File: config.mk
export PLATFORM = sky130hd
export DESIGN_NAME = init_seq
export DESIGN_NICKNAME = d
export VERILOG_FILES = /design/src/rtl/init_seq.sv
export SDC_FILE = /design/constraint.sdc
export NUM_CORES = 1
export LEC_CHECK = 0
export BUFFER_PORTS_ARGS = -buffer_cell sky130_fd_sc_hd__buf_2
export CAP_MARGIN = 20
export CORE_MARGIN = 2
export CORE_UTILIZATION = 42
export DETAILED_ROUTE_END_ITERATION = 7
export GPL_TIMING_DRIVEN = 0
export PLACE_DENSITY = 0.64
export SLEW_MARGIN = 20
export SYNTH_ARGS = -nofsm -noshare
export SYNTH_HDL_FRONTEND = slang
export SYNTH_SLANG_ARGS = --single-unit
File: constraint.sdc
create_clock -name clk -period 3 [get_ports clk]
set_input_delay 0.3 -clock clk [delete_from_list [all_inputs] [get_ports clk]]
set_output_delay 0.3 -clock clk [all_outputs]
set_load 0.05 [all_outputs]
File: src/rtl/init_seq.sv
module init_seq #(
  parameter int WORDS = 8,
  parameter int DW = 32,
  localparam int AW = $clog2(WORDS)
) (
  input  logic          clk,
  input  logic          rst,
  input  logic          strap_primary,
  input  logic          st_done,
  input  logic          st_pass,
  output logic          rd_req,
  output logic [AW-1:0] rd_addr,
  input  logic          rd_valid,
  input  logic [DW-1:0] rd_data,
  output logic          fail_drive,
  output logic          fail_flag,
  output logic          init_done,
  output logic          proc_num
);

  typedef enum logic [2:0] {S_RESET, S_SELFTEST, S_CHECKSUM, S_FAILHOLD, S_RUN} st_t;

  st_t          st;
  logic [AW-1:0] idx;
  logic          pend;
  logic          run_q;
  logic [DW-1:0] sum;

  wire [DW-1:0] sum_nx = sum + rd_data;
  wire          last   = (idx == AW'(WORDS - 1));

  always_ff @(posedge clk) begin
    if (rst) begin
      st       <= S_RESET;
      idx      <= '0;
      pend     <= 1'b0;
      sum      <= '0;
      run_q    <= 1'b0;
      proc_num <= ~strap_primary;
    end else begin
      run_q <= (st == S_RUN);
      case (st)
        S_RESET:    st <= S_SELFTEST;
        S_SELFTEST: if (st_done) st <= st_pass ? S_CHECKSUM : S_FAILHOLD;
        S_CHECKSUM: begin
          if (!pend) pend <= 1'b1;
          else if (rd_valid) begin
            pend <= 1'b0;
            sum  <= sum_nx;
            if (last) st <= (sum_nx == '0) ? S_RUN : S_FAILHOLD;
            else idx <= idx + 1'b1;
          end
        end
        default: ;
      endcase
    end
  end

  assign rd_req     = (st == S_CHECKSUM) && !pend;
  assign rd_addr    = idx;
  assign fail_flag  = (st == S_FAILHOLD);
  assign fail_drive = (st == S_SELFTEST) || (st == S_FAILHOLD);
  assign init_done  = (st == S_RUN) && !run_q;

  AST_DRIVE_AFTER_RESET: assert property (@(posedge clk) disable iff (rst)
    $fell(rst) |=> fail_drive);
  AST_REQ_PULSE: assert property (@(posedge clk) disable iff (rst)
    rd_req |=> !rd_req);
  AST_NO_READ_WHILE_FAIL: assert property (@(posedge clk) disable iff (rst)
    rd_req |-> !fail_drive);
  AST_FAIL_STICKY: assert property (@(posedge clk) disable iff (rst)
    fail_flag |=> fail_flag && fail_drive && !init_done);
  AST_DONE_PULSE: assert property (@(posedge clk) disable iff (rst)
    init_done |=> !init_done && !fail_drive);
  AST_PN_FROZEN: assert property (@(posedge clk) disable iff (rst)
    !$past(rst) |-> $stable(proc_num));

endmodule

==> summary.md <==
| Metric | Value |
|---|---|
| Fin. Hold Viols | `0` |
| Synth Flop Type | `dfxtp_1` |
| Cell taking the most area after synthesis | `dfxtp_1` |
| DRC | `0` |
| Cell area after synthesis | `3770 µm²` |
| CP startpoint kind | `flop` |
| Most frequent cell on the critical path | `nand4_1` |
| Layout area overhead | `18.4%` |
| Post-synthesis sequential area ratio | `22.0%` |
| Inserted Clock Buffers | `5` |
| Highest-delay cell along the critical path | `o31ai_4` |
| Clock sinks | `a little over 40` |
| LEAKAGE | `about 1.8 nW` |
| CTS tree | `built` |
| Worst min path class | `in2reg` |
| H-tree depth | `2` |
| Worst slew margin | `49.5%` |
| Most common cell in the netlist | `nand2_1` |
| Largest net degree at the start of global routing | `16` |
| First-pass GRT wire length | `approximately 18000 µm` |
| Synth cell types | `72` |
| DP Cell Count | `661` |
| Yosys top cell area share | `21.2%` |
| Initial core utilization | `a little over two fifths` |
| GRT Total Usage | `between 20 and 25%` |
| Initial antenna violation count | `0` |
| RSZ-0062 raised after global routing | `true` |
| Die area | `9760 µm²` |
| CTS Root Cell | `clkbuf_8` |
| Core Footprint | `just under 9000 µm²` |
| RD Place Congestion | `approximately 0.89` |
| Max-Cap Viols | `0` |
| Final #Nets | `about 640` |
| CP max stage delay | `0.39 ns` |
| Avg Vias per Cell | `5.92` |
| Crit path cell chain | `ha_1 > nand3_1 > o221a_4 > o31ai_4 > buf_4 > xnor2_2 > nand4_1 > nor4_2 > nand4_1 > nor3_2 > a311oi_1` |
| Maximum VDD drop | `0.000149 V` |
| Grt ovf | `0` |
| Setup WS pre-CTS | `-0.279 ns` |
| Max clock buf depth | `2` |
| Post-synth top cells | `70 x nand2_1, 62 x a21oi_1, 42 x nor2_1, 40 x dfxtp_1, 33 x ha_1` |
| Die Width | `98.8 µm` |
| Drt first pass iters | `5` |
| Layout cells sized above 1 | `22.0%` |
| Hold Crit Depth | `2` |
| PnR worst setup slack | `slightly below 0.02 ns` |
| Worst-margin pin slew | `roughly 0.75 ns` |
| CTS clk-pin slew, worst paths | `0.10 ns` |
| Fin crit share | `99.4%` |
| Top Ports | `46` |
| I/O Buffers | `45` |
| Avg Inst Size Synth | `7.43 µm²` |
| Synth Register Bits | `41` |
| Synth warn | `0` |
| EDFF count, synth | `1` |
| Worst Path Required | `3.17 ns` |
| Dominant cells by area after synthesis | `dfxtp_1 21%, ha_1 11%, a21oi_1 8.2%` |
| Routed WL | `11200 µm` |
| ANT nets after route | `0` |
| Final Non-Filler Cells | `a little under 700` |
| DIE HEIGHT | `between 90 and 100 µm` |
| Fmax | `336 MHz` |
| Vias in the first global route | `3719` |
| DR WL/cell | `16.6 µm` |
| PD cells | `272 nW/µm²` |
| Setup CP Type | `reg2reg` |
| Via count | `4000` |
| Ys async rst share | `0%` |
| Status | `finished, final reports clean` |
| Slew Limit Fails | `0` |
| Rows | `34` |
| CP arrival | `3.15 ns` |
| Post-route minimum period | `2.98 ns` |
| Synth Net Count | `a little under 600` |
| Crit path max fanout | `6` |
| Drt first-iter violations | `225` |
| Clk_lat worst skew | `0.31 ns` |
| Clk_skew | `0.00827 ns` |
| Worst Setup End Kind | `flop` |
| Final HPWL DP | `8590 µm` |
| # setup viols final | `0` |
| Setup TNS | `0 ns` |
| Syn Inst Count | `508` |
| FF-to-FF path depth | `11` |
| Final Hold Slack | `approximately 0.22 ns` |
| Power consumption | `1.21 mW` |
| Antenna fix cells | `0` |
path summary, 6_finish.rpt:
| check | end | startpoint | slack [ns] |
|---|---|---|---|
| hold / removal | proc_num | strap_primary | 0.22 |
| setup / recovery | st[1] | sum[3] | 0.02 |
| setup reg to reg | st[1] | sum[3] | 0.02 |
| hold reg to reg | sum[24] | sum[24] | 0.46 |
stage by stage:
step	utilization (%)	instance area (µm²)
after global placement	47.4	4140
after floorplan	-	3770
final	51.2	4470
after global routing	51.2	4470
after CTS	49.5	4320
after detailed placement	47.4	4140
power breakdown:
group,switching [mW],internal (mW)
Clock,0.242,0.169
Sequential,0.00495,0.552
Combinational,0.155,0.0916
Total,0.402,0.813
sequential cells by signal, summed over array words and instances, names as in the netlist:
| register | cells |
|---|---|
| pend | 1 |
| sum | 32 |
| rd_addr | 3 |
| run_q | 1 |
| st | 3 |
| proc_num | 1 |
metal layers:
layer,vias to the layer above,GRT usage [%],share of wire [%]
li1,1993,-,-
met2,125,37.8,47
met3,9,2.98,5.9
met1,1873,30.9,47
met4,0,3.79,0.66
met5,-,0,0
what timing repair did:
action	4_1_cts	5_1_grt
pin swaps	14	19
endpoints found under the setup margin	3	3
hold buffers	0	0
resized for setup	11	23
setup buffers	4	4
worst max-delay path: cells and delay by family, from the launching register on:
kind | cells | cell delay, ns
flops | 1 | 0.33
simple gates | 5 | 1.04
compound gates | 3 | 0.79
fa+ha+maj | 1 | 0.37
buf+inv | 1 | 0.19
xor+xnor | 1 | 0.12
final cells by class:
type	instances	area [µm²]
plain buffers	31	136
clock buffers	5	68.8
clock inverters	3	25.0
fillers	865	4250
inverters	13	48.8
multi-input cells	423	2940
flip-flops and latches	41	832
well taps	108	135
repair buffers	52	278
placed cells by master (no fill, tap or decap), types with 4 or more instances in the layout:
cell,netlist,layout
a211o_1,4,4
a211oi_2,0,4
a21o_1,11,11
a21oi_1,62,59
a21oi_2,6,8
a31oi_1,5,4
and2_1,5,5
and3_1,7,7
buf_2,14,58
buf_4,0,7
clkbuf_1,16,16
clkbuf_8,0,5
dfxtp_1,40,39
ha_1,33,29
inv_1,13,13
nand2_1,70,70
nand3_1,15,15
nand4_1,11,11
nor2_1,42,42
nor3_1,9,7
o211ai_1,7,7
o21a_1,5,5
o21ai_0,18,16
o21ai_1,7,9
or3_1,8,8
xnor2_1,14,13
xor2_1,8,7
cell families after synthesis:
kind of cell,synth area share (%)
AOI/OAI and AO/OA,30.7
DFF,22.0
and+or+nand+nor,25.7
muxes,0.265
buffers and inverters,4.84
adders and majority gates,11.5
xor gates and xnor gates,5.10
(Power assumes the default switching activity.)
